### src/rtl/div3_pkg.sv
package div3_pkg;

  localparam int REM_W = 2;

  typedef logic [REM_W-1:0] rem_t;

  localparam rem_t REM_ZERO = 2'b00;
  localparam rem_t REM_ONE  = 2'b01;
  localparam rem_t REM_TWO  = 2'b10;

  typedef struct packed {
    rem_t nxt;
    logic quo;
  } step_t;

endpackage

### src/rtl/div3_step_logic.sv
module div3_step_logic
  import div3_pkg::*;
(
  input  rem_t  cur_rem,
  input  logic  restart,
  input  logic  din,
  output step_t res
);

  rem_t base;

  // a new number, or the illegal code, starts from remainder zero
  always_comb begin
    if (restart || cur_rem == 2'b11) base = REM_ZERO;
    else                             base = cur_rem;
  end

  // Mealy step: result depends on the state and the incoming bit
  always_comb begin
    res = '{nxt: REM_ZERO, quo: 1'b0};
    unique case (base)
      REM_ZERO: res = din ? '{nxt: REM_ONE,  quo: 1'b0} : '{nxt: REM_ZERO, quo: 1'b0};
      REM_ONE:  res = din ? '{nxt: REM_ZERO, quo: 1'b1} : '{nxt: REM_TWO,  quo: 1'b0};
      REM_TWO:  res = din ? '{nxt: REM_TWO,  quo: 1'b1} : '{nxt: REM_ONE,  quo: 1'b1};
      default:  res = '{nxt: REM_ZERO, quo: 1'b0};
    endcase
  end

endmodule

### src/rtl/div3_state_reg.sv
module div3_state_reg
  import div3_pkg::*;
(
  input  logic  clk,
  input  logic  rst,
  input  logic  start,
  input  logic  take,
  input  step_t step,
  output rem_t  rem_q,
  output logic  quo_q,
  output logic  vld_q
);

  always_ff @(posedge clk) begin
    if (rst) begin
      rem_q <= REM_ZERO;
      quo_q <= 1'b0;
      vld_q <= 1'b0;
    end else if (take) begin
      rem_q <= step.nxt;
      quo_q <= step.quo;
      vld_q <= 1'b1;
    end else begin
      if (start) rem_q <= REM_ZERO;
      quo_q <= 1'b0;
      vld_q <= 1'b0;
    end
  end

endmodule

### src/rtl/div3_serial.sv
module div3_serial
  import div3_pkg::*;
(
  input  logic             clk,
  input  logic             rst,
  input  logic             start,
  input  logic             in_vld,
  input  logic             in_bit,
  output logic             q_bit,
  output logic             q_vld,
  output logic [REM_W-1:0] rem
);

  rem_t  rem_r;
  step_t step_w;

  div3_step_logic u_step (
    .cur_rem (rem_r),
    .restart (start),
    .din     (in_bit),
    .res     (step_w)
  );

  div3_state_reg u_state (
    .clk   (clk),
    .rst   (rst),
    .start (start),
    .take  (in_vld),
    .step  (step_w),
    .rem_q (rem_r),
    .quo_q (q_bit),
    .vld_q (q_vld)
  );

  assign rem = rem_r;

endmodule

### config.mk
export PLATFORM = sky130hd
export DESIGN_NAME = div3_serial
export DESIGN_NICKNAME = d
export VERILOG_FILES = /design/src/rtl/div3_pkg.sv /design/src/rtl/div3_step_logic.sv /design/src/rtl/div3_state_reg.sv /design/src/rtl/div3_serial.sv
export SDC_FILE = /design/constraint.sdc
export NUM_CORES = 1
export LEC_CHECK = 0
export BUFFER_PORTS_ARGS = -buffer_cell sky130_fd_sc_hd__buf_4
export CAP_MARGIN = 20
export CORE_AREA = 2 2 39 41
export CTS_CLUSTER_SIZE = 28
export DETAILED_ROUTE_END_ITERATION = 10
export DIE_AREA = 0 0 41 43
export PLACE_DENSITY = 0.45
export SLEW_MARGIN = 20
export SYNTH_ARGS = -nofsm -noshare
export SYNTH_HDL_FRONTEND = slang
export SYNTH_SLANG_ARGS = --single-unit
export TNS_END_PERCENT = 5
### constraint.sdc
create_clock -name clk -period 0.9 [get_ports clk]
set_input_delay 0.045 -clock clk [delete_from_list [all_inputs] [get_ports clk]]
set_output_delay 0.045 -clock clk [all_outputs]
set_load 0.01 [all_outputs]
; Word level (Yosys, flattened, before mapping)
; Cells that the tools add are included.
[word_totals]
ff_bits = 4
elab_cells = 19
out_inout_bits = 4
input_bits = 5
[classes]
mux = 8
eq_ne = 3
n_reduce_logical = 4
n_bitwise = 1
[ops]
columns = cell, count
row1 = $pmux W3 S3, 1
row2 = $mux W2, 4
row3 = $mux W3, 2
row4 = $eq A2 B2 Y1 const B, 2
row5 = $eq A2 B1 Y1 const B, 1
row6 = $logic_not A2 Y1, 1
row7 = $reduce_bool A2 Y1, 1
row8 = $reduce_or A2 Y1, 1
row9 = $logic_or A1 B1 Y1, 1
row10 = $mux W1, 1
row11 = $not A1 Y1, 1

; Logic depth before layout (Yosys ltp)
; Gate-level depths: netlist of run 1.
[logic_depth]
ltp_word = 6
mapped_depth = 3
depth_no_buf = 3

; By module
; From an unflattened synthesis of run 1, not the netlist that was laid out.
[unflattened]
hier_cells = 21
hier_area_um2 = 205.2
[by_module_without_submodules]
columns = module, n_inst, cells_each, area_each_um2, seq_area_each_um2
row1 = div3_state_reg, 1, 11, 128.9, 80.1
row2 = div3_step_logic, 1, 10, 76.3, 0.0

; Worst setup path before layout of run 1
; No wires, ideal clock.
[synth_timing]
path_kind = flip-flop to flip-flop
start = register u_state.rem_q[0]
end = register u_state.rem_q[0]
n_path_buf = 0
arrival_ns = 0.874
required_ns = 0.765
path_stages_with_launch = 4
synth_period_minus_slack_ns = 1.010
path_slack_ns = -0.110
setup_time_ns = 0.135
path_cell_list = dfxtp_1 -> and2b_2 -> a21oi_1 -> o221ai_1
[synth_via]
elab_chain_cells = 6
word_cells_on_any_way = 8
classes_between = eq/ne: 3 / mux: 3 / reduce/logical: 2
[synth_rtl]
columns = element, line
row1 = start: declaration, div3_state_reg.sv:9  ; output rem_t rem_q,
row2 = start signal: assignment, div3_state_reg.sv:20  ; rem_q <= step.nxt;
row3 = $eq A2 B2 Y1, div3_step_logic.sv:14  ; if (restart || cur_rem == 2'b11) base = REM_ZERO;
row4 = $logic_or A1 B1 Y1, div3_step_logic.sv:14
row5 = $mux W2 (*), div3_step_logic.sv:14
row6 = $eq A2 B2 Y1 (tied with other cells), div3_step_logic.sv:21  ; unique case (base)
row7 = $pmux W3 S3 (*), div3_step_logic.sv:21
row8 = $mux W2 (*), div3_state_reg.sv:19  ; end else if (take) begin
; Mark *: on every way between the ends. The rest lies on a longest branch, timed or not.
; A chain may end at the register's enable or synchronous reset.

; Worst setup path in the final report of run 1
; Ends and elaborated chain as after synthesis.

==> results of run 1 <==
==> worst register-to-register path, cell delays in order, from the launching register on <==
cell                       delay [ns]
sky130_fd_sc_hd__dfxtp_4         0.36
sky130_fd_sc_hd__and2b_2         0.23
sky130_fd_sc_hd__a21oi_2         0.11
sky130_fd_sc_hd__o221ai_1        0.10
==> where the power goes <==
part	leakage, µW	internal, µW	total, µW	switching [µW]
clock network	0.0000150	167	244	77.7
logic	0.000112	36.6	65.8	29.2
registers	0.0000339	182	186	4.07
total	0.000161	386	497	111
==> metal layers <==
layer | routed length [µm] | share of wire, % | vias to the layer above | track usage (%)
li1 | - | - | 115 | -
met1 | 233 | 49 | 97 | 7.40
met2 | 231 | 49 | 4 | 8.75
met3 | 7 | 1.5 | 0 | 4.71
met4 | 0 | 0 | 0 | 6.00
met5 | 0 | 0 | - | 0
==> area by class of cell <==
class	instances	area share [%]
tap	16	5.76
multi-input combinational	17	32.4
inverter	3	3.24
clock buffer	4	7.55
timing repair buffer	11	26.6
sequential	4	24.5
==> logic make-up after synthesis <==
family / Yosys count
buffers and inverters: 3
flip-flops: 4
AND/OR/NAND/NOR: 11
AO/OA/AOI/OAI: 6
==> state kept, by name (all words and copies together), names as in the netlist <==
signal and flops:
u_state.quo_q 1, u_state.rem_q 2, u_state.vld_q 1
==> synthesized netlist by cell type <==
| library cell | n |
|---|---|
| sky130_fd_sc_hd__and3_2 | 1 |
| sky130_fd_sc_hd__o2111ai_1 | 1 |
| sky130_fd_sc_hd__nor2_1 | 3 |
| sky130_fd_sc_hd__dfxtp_1 | 4 |
| sky130_fd_sc_hd__o221ai_1 | 1 |
| sky130_fd_sc_hd__a21oi_1 | 2 |
| sky130_fd_sc_hd__inv_1 | 3 |
| sky130_fd_sc_hd__nor3_1 | 1 |
| sky130_fd_sc_hd__nand2_1 | 2 |
| sky130_fd_sc_hd__a211oi_1 | 1 |
| sky130_fd_sc_hd__and2b_1 | 1 |
| sky130_fd_sc_hd__and2b_2 | 2 |
| sky130_fd_sc_hd__o21ai_0 | 1 |
| sky130_fd_sc_hd__nand3b_1 | 1 |
==> stage by stage <==
step,std cells,hold slack [ns]
after floorplan,24,0.118
after global placement,50,0.231
after detailed placement,50,0.232
after CTS,55,0.00631
after global routing,55,0.000423
final,55,0.0119
==> repair_timing <==
item | CTS | global route
endpoints found under the hold margin | 1 | 0
cloned | 0 | 0
hold buffers | 1 | 0
setup endpoints to repair | 4 | 5
pin swaps | 0 | 1
resized for setup | 3 | 2
==> how the worst max path moves through the flow <==
stage	startpoint	to	slack [ns]	cells after the start
floorplan	u_state.rem_q[0]$_SDFFE_PP0P_	u_state.rem_q[0]$_SDFFE_PP0P_	-0.02	3
global route	u_state.rem_q[0]$_SDFFE_PP0P_	u_state.rem_q[0]$_SDFFE_PP0P_	-0.08	3
detailed placement	u_state.rem_q[0]$_SDFFE_PP0P_	u_state.rem_q[0]$_SDFFE_PP0P_	-0.03	3
CTS	u_state.rem_q[0]$_SDFFE_PP0P_	u_state.rem_q[0]$_SDFFE_PP0P_	-0.04	3
finish	u_state.rem_q[0]$_SDFFE_PP0P_	u_state.rem_q[0]$_SDFFE_PP0P_	-0.02	3
global placement	u_state.rem_q[0]$_SDFFE_PP0P_	u_state.rem_q[0]$_SDFFE_PP0P_	-0.06	3
==> results.md, run 1 <==
- Setup total negative slack on the finished layout was measured at -0.0464 ns.
- The clock skew is approximately 0.0041 ns.
- The total global-route track usage is 6.93%.
- The cell area that synthesis handed to floorplanning was approximately 200 µm².
- The largest fanout on the critical path is 6.
- The parity-gate share of the synthesized area counting xor and xnor cells is 0%.
- The tree built by TritonCTS fans out to 4 sinks.
- The startpoint of the worst-slack reg-to-reg timing path is u_state.rem_q[0]$_SDFFE_PP0P_.
- The total number of nets in the final design is 45.
- TritonCTS created 3 clock buffers.
- CTS built an H-tree with a depth of 1.
- After layout, the minimum clock period comes to 0.925 ns.
- After synthesis, the largest family of logic cells by area is simple AND/OR/NAND/NOR gates.
- The length in cells of the worst reg-to-reg path is 3.
- The later pin in the worst-skew pair is clocked with a latency of roughly 0.23 ns.
- The worst setup slack before clock tree synthesis is -0.0341 ns.
- The fmax is between 1000 and 1500 MHz.
- The element type at the critical path start is a register.
- The share of the core filled with cells in the final layout is between 20% and 30%.
- The number of antenna violations at the first check in global routing is 0.
- The number of max-slew violations in the final report is 0.
- Compared with the post-synthesis result, the final layout area differs by 78.2%.
- The iteration count of the initial detailed-routing pass is 2.
- At the pin with the least slew margin, the transition time is 0.157 ns.
- The distinct cell type count of the synthesized netlist is 14.
- The global-route wire length before repair is ~770 µm.
- Counting every net in the synthesized netlist gives 29.
- STA puts the critical path data arrival time at 1.03 ns.
- In this design, the stage delay of the slowest critical-path cell is about 0.36 ns.
- The synthesized netlist devotes 0% of its cell area to adder and majority cells.
- Traced cell by cell, the critical path runs through and2b_2 > a21oi_2 > o221ai_1.
- The static leakage power is around 0.00016 µW.
- The mean instance size in the synthesized netlist is 8.13 µm².
- Sorting the synthesized cells by area gives the leading types as sky130_fd_sc_hd__dfxtp_1 (41%), sky130_fd_sc_hd__and2b_2 (9.0%), sky130_fd_sc_hd__inv_1 (5.8%).
- Max-cap violations in this run came to 0.
- The per-cell routed wire length is roughly 8.6 µm.
- The floorplan die area is about 1800 µm².
- The filler cell count is approximately 160.
- The via count of the first global-routing pass is between 150 and 200.
- Across all layers, the routed design uses approximately 220 vias.
- The top cell types in the final layout, fill and taps aside, are sky130_fd_sc_hd__buf_4 (8), sky130_fd_sc_hd__inv_1 (3), sky130_fd_sc_hd__nor2_1 (3), sky130_fd_sc_hd__clkbuf_4 (3).
- After Yosys synthesis, and, or, nand and nor cells account for approximately 33% of the synthesized area.
- The multi-input combinational cells in the finished layout cover a total of 113 µm².
- The worst-case register-to-register setup slack is -0.02 ns.
- The max-slew headroom at the worst pin is between 80 and 90%.
- Setup violations remaining at the end of the flow were counted as 2.
- The root buffer cell is sky130_fd_sc_hd__clkbuf_4.
- STA classifies the critical path endpoint as a register.
- The critical path's slowest cell is sky130_fd_sc_hd__dfxtp_4.
- The number of remaining DRC errors is 0.
- After clock tree synthesis, the clock-pin slew on the worst setup and hold paths is 0.04 ns.
- The share of final-layout standard cells stronger than drive strength 1 is around half.
- Setup repair after global routing could not meet its margin everywhere.
- The number of buffer and inverter instances along the worst setup path is 0.
- Synthesis handed over a netlist of 24 instances.
- The worst hold path passes through 2 cells.
- The compound-gate portion of the synthesized area is just over 20%.
- The synthesis warning total is 0.
- The class of the tightest hold or removal check is in -> reg.
- The cell family contributing the most delay on the critical path is flip-flops.
- The floorplan step set the die height to 43 µm.
- The capture endpoint of the worst hold path is u_state.rem_q[1]$_SDFFE_PP0P_.
- The routability congestion estimate from global placement is roughly 0.66.
- The data required time of the worst path is between 1 and 1.5 ns.
- The largest net degree at the start of global routing is 7.
- The horizontal die dimension is about 41 µm.
- The endpoint identified for the worst register-to-register timing path is u_state.rem_q[0]$_SDFFE_PP0P_.
- The starting density of the core is approximately 14%.
- The worst setup margin is -0.0250 ns.
- The number of top-level pins is 9.
- The area taken by flip-flops and latches is 85.1 µm².
- The floorplan step defined a core boundary enclosing 1380 µm².
- Summing all placed instances gives a cell area of between 200 and 300 µm².
- The final reports fail on negative setup slack.
- Of all cell types, the one taking the most synthesized area is sky130_fd_sc_hd__dfxtp_1.
- The row count is 14.
- The post-synthesis sequential element count is 4.
- Multiplexer cells account for 0% of the synthesized area.
- The total design power is just under 500 µW.
- The average via count per standard cell is about 3.9.
- The sequential cell area fraction in the yosys report is about two fifths.
- Once detail routing completed, the nets flagged for antenna violations numbered 0.
- 0 antenna diodes ended up in the layout.
- The remaining global-route overflow is 0.
- The share of the clock period used by the worst path after layout is 103%.
- The share of synthesized area in the top cell type comes to around 40%.
- The most common cell after layout, fill and taps aside is sky130_fd_sc_hd__buf_4.
- The count of final hold-check violations is 0.
- The first routing iteration left 2 violations.
- After clock tree synthesis, the setup repair step added 0 buffers.
- The summed area of non-filler cells in the final layout is between 300 and 400 µm².
- The total wire length is around 470 µm.
- VDD sags by at most between 0.0003 and 0.0004 V.
- By startpoint and endpoint, the worst setup path is classified as reg -> reg.
- The estimated wirelength of the detail-placed design is ~350 µm.
- In this run the power density over the cells is ~1400 nW/µm².
- Counting along the longest clock path gives a buffer depth of 2.
- In this run the most critical hold path is launched from start.
- The number of buffers added on ports is 8.
- The run finished, with violations left.
- The TritonCTS clock tree is built.
Note: power is estimated with default switching activity, not from simulation.
==> run 2, diff against run 1 <==
--- a/config.mk
+++ b/config.mk
@@ -11,7 +11,6 @@
 export CTS_CLUSTER_SIZE = 28
 export DETAILED_ROUTE_END_ITERATION = 10
 export DIE_AREA = 0 0 41 43
-export PLACE_DENSITY = 0.45
 export SLEW_MARGIN = 20
 export SYNTH_ARGS = -nofsm -noshare
 export SYNTH_HDL_FRONTEND = slang
==> results.md, run 2 (same netlist as run 1, synthesis figures left out) <==
- The run finished, with violations left.
- The final reports fail on negative setup slack.
- The tightest min-delay check is of the in -> reg type.
- The most common cell after layout, fill and taps aside is sky130_fd_sc_hd__buf_4.
- The setup-violating endpoint count in the final report is 2 (unchanged).
- The sequential share of power came to 37.6% (about the same).
- The growth of design area from synthesis to finish is 79.5%.
- The count of final hold-check violations is 0 (unchanged).
- The total number of H-tree levels is 1 (unchanged).
- The internal power of the cells is 386 µW (about the same).
- The logic gate share of total power was 13.6% (+0.3 points).
- The iteration count of the initial detailed-routing pass is 1 (-1).
- The standard cell core area was 1380 µm² (unchanged).
- Counting flops per register, the top entry is u_state.rem_q.
- The clock skew was 0.00829 ns (+0.00419 ns).
- The start-to-end type of the worst setup path is reg -> reg.
- The number of flip-flops under the largest register name was 2 (unchanged).
- The fmax is 1090 MHz (+0.70%).
- The worst-case vdd ir drop was 0.000252 V (-33%).
- The routability congestion estimate from global placement is 0.788 (+19%).
- The proportion of power drawn by the clock network was 48.8% (-0.4 points).
- The pin slew with the least headroom to its limit is 0.159 ns (+0.00183 ns).
- The number of top-level pins is 9 (unchanged).
- The via count of the first global-routing pass came to 186 (-5.1%).
- The total wire length is 484 µm (+2.5%).
- STA classifies the critical path startpoint as a register.
- The estimated wirelength of the detail-placed design is 347 µm (-1.2%).
- The total power divided by cell area is 1420 nW/µm² (-0.66%).
- The critical path endpoint category is a register.
- The filler cell count came to 156 (-3.1%).
- The number of sinks driven by the clock tree is 4 (unchanged).
- The number of buffers on the longest clock path is 2 (unchanged).
- The global-route wire length before repair came to 648 µm (-15%).
- The data required time of the worst path is 1.01 ns (about the same).
- The total clock buffers created by CTS is 3 (unchanged).
- The per-cell routed wire length came to 8.80 µm (+2.5%).
- The count of cells along the worst hold path is 2 (unchanged).
- The number of buffers added on ports is 8 (unchanged).
- The total vias in the final route is 212 (-1.9%).
- The start point of the worst min-delay path is start.
- Setup repair after global routing could not meet its margin everywhere.
- The later-pin clock latency in the skew report is 0.24 ns (about the same).
- The detailed router's first-iteration violation count came to 0 (-2).
- The TritonCTS clock tree is built.
- The share of the core filled with cells in the final layout came to 25.3% (+0.18 points).
- The remaining global-route overflow was 0 (unchanged).
- The largest registers in the layout are u_state.rem_q: 2 flops, u_state.quo_q: 1 flops, u_state.vld_q: 1 flops.
- The floorplan die area is 1760 µm² (unchanged).
- The minimum clock period came to 0.919 ns (-0.00641 ns).
- The average via count per standard cell is 3.85 (-1.9%).
- The worst register-to-register path begins at u_state.rem_q[0]$_SDFFE_PP0P_.
- The clock-pin slew on the worst setup and hold paths is 0.04 ns (about the same).
- The worst setup margin came to -0.0186 ns (+0.00641 ns).
- The length in cells of the worst reg-to-reg path is 3 (unchanged).
- The static leakage power was 0.000161 µW (about the same).
- The root buffer cell is sky130_fd_sc_hd__clkbuf_4.
- The row count came to 14 (unchanged).
- The starting density of the core is 14.1% (unchanged).
- The critical path launch point is u_state.rem_q[0]$_SDFFE_PP0P_.
- The largest fanout on the critical path came to 6 (unchanged).
- The total number of nets in the final design came to 45 (unchanged).
- Leaving out fill and tap cells, the most frequent cells in the layout are sky130_fd_sc_hd__buf_4 (9), sky130_fd_sc_hd__inv_1 (3), sky130_fd_sc_hd__nor2_1 (3), sky130_fd_sc_hd__clkbuf_4 (3).
- The antenna diode count is 0 (unchanged).
- The die outline height is 43 µm (unchanged).
- The max-slew headroom at the worst pin is 89.4% (-0.12 points).
- The switching share of power is 22.3% (about the same).
- The largest net degree at the start of global routing is 7 (unchanged).
- The number of routed nets with antenna violations is 0 (unchanged).
- The worst setup slack before clock tree synthesis was -0.0369 ns (-0.00288 ns).
- The share of final-layout standard cells stronger than drive strength 1 came to 56.4% (+5.1 points).
- The number of antenna violations at the first check in global routing is 0 (unchanged).
- The horizontal die dimension is 41 µm (unchanged).
- The total global-route track usage is 6.02% (-0.91 points).
- The number of remaining DRC errors is 0 (unchanged).
- The share of the clock period used by the worst path after layout was 102% (-0.71 points).
- The net load switching power is 111 µW (about the same).
- The number of max-slew violations in the final report is 0 (unchanged).
- The post-CTS setup-driven buffer insertion count is 0 (unchanged).
- The max capacitance violation total came to 0 (unchanged).
- The data arrival time of the critical path was 1.03 ns (about the same).
==> run 2: metal layers <==
layer	GRT usage (%)	part of all wire, %
met1	7.05	43
met2	7.19	51
met3	0	5.6
met4	10.0	0
met5	0	0
==> run 2: final timing paths <==
kind / to / slack, ns
max: u_state.rem_q[0]$_SDFFE_PP0P_ / -0.02
min reg2reg: u_state.rem_q[1]$_SDFFE_PP0P_ / 0.62
min: u_state.rem_q[1]$_SDFFE_PP0P_ / 0.01
max reg2reg: u_state.rem_q[0]$_SDFFE_PP0P_ / -0.02
==> run 2: worst max-delay path: stages (launching register included) <==
cell and delay, ns:
sky130_fd_sc_hd__dfxtp_4 0.36, sky130_fd_sc_hd__and2b_2 0.23, sky130_fd_sc_hd__a21oi_2 0.11, sky130_fd_sc_hd__o221ai_1 0.09
==> run 2: cell type report <==
cell class	count	area, µm²	share of cell area (%)
Inverter	3	11.3	3.21
Sequential cell	4	85.1	24.3
Tap cell	16	20.0	5.71
Timing Repair Buffer	11	88.8	25.4
Multi-Input combinational cell	17	119	33.9
Clock buffer	4	26.3	7.50
==> run 2: metrics by stage <==
step / setup TNS [ns] / instances / power, µW / hold slack, ns / instance area, µm²
floorplan: -0.0277 / 24 / 211 / 0.118 / 203
global placement: -0.0471 / 50 / 248 / 0.232 / 298
detailed placement: -0.0621 / 50 / 248 / 0.230 / 298
CTS: -0.0950 / 55 / 504 / 0.00897 / 334
global route: -0.147 / 55 / 531 / 0.0171 / 350
finish: -0.0261 / 55 / 497 / 0.0137 / 350
==> run 2: power groups by stage <==
stage               Sequential [µW]  Combinational, µW  Clock (µW)
floorplan                       192               19.2           0
global placement                189               58.8           0
detailed placement              189               58.5           0
CTS                             186               62.2         255
global route                    187               74.7         270
finish                          187               67.6         243
==> run 2: what timing repair did <==
item	CTS	global route
gates resized for setup	1	5
setup endpoints to repair	5	5
hold endpoints to repair	1	0
pin swaps	0	2
hold buffers	1	0
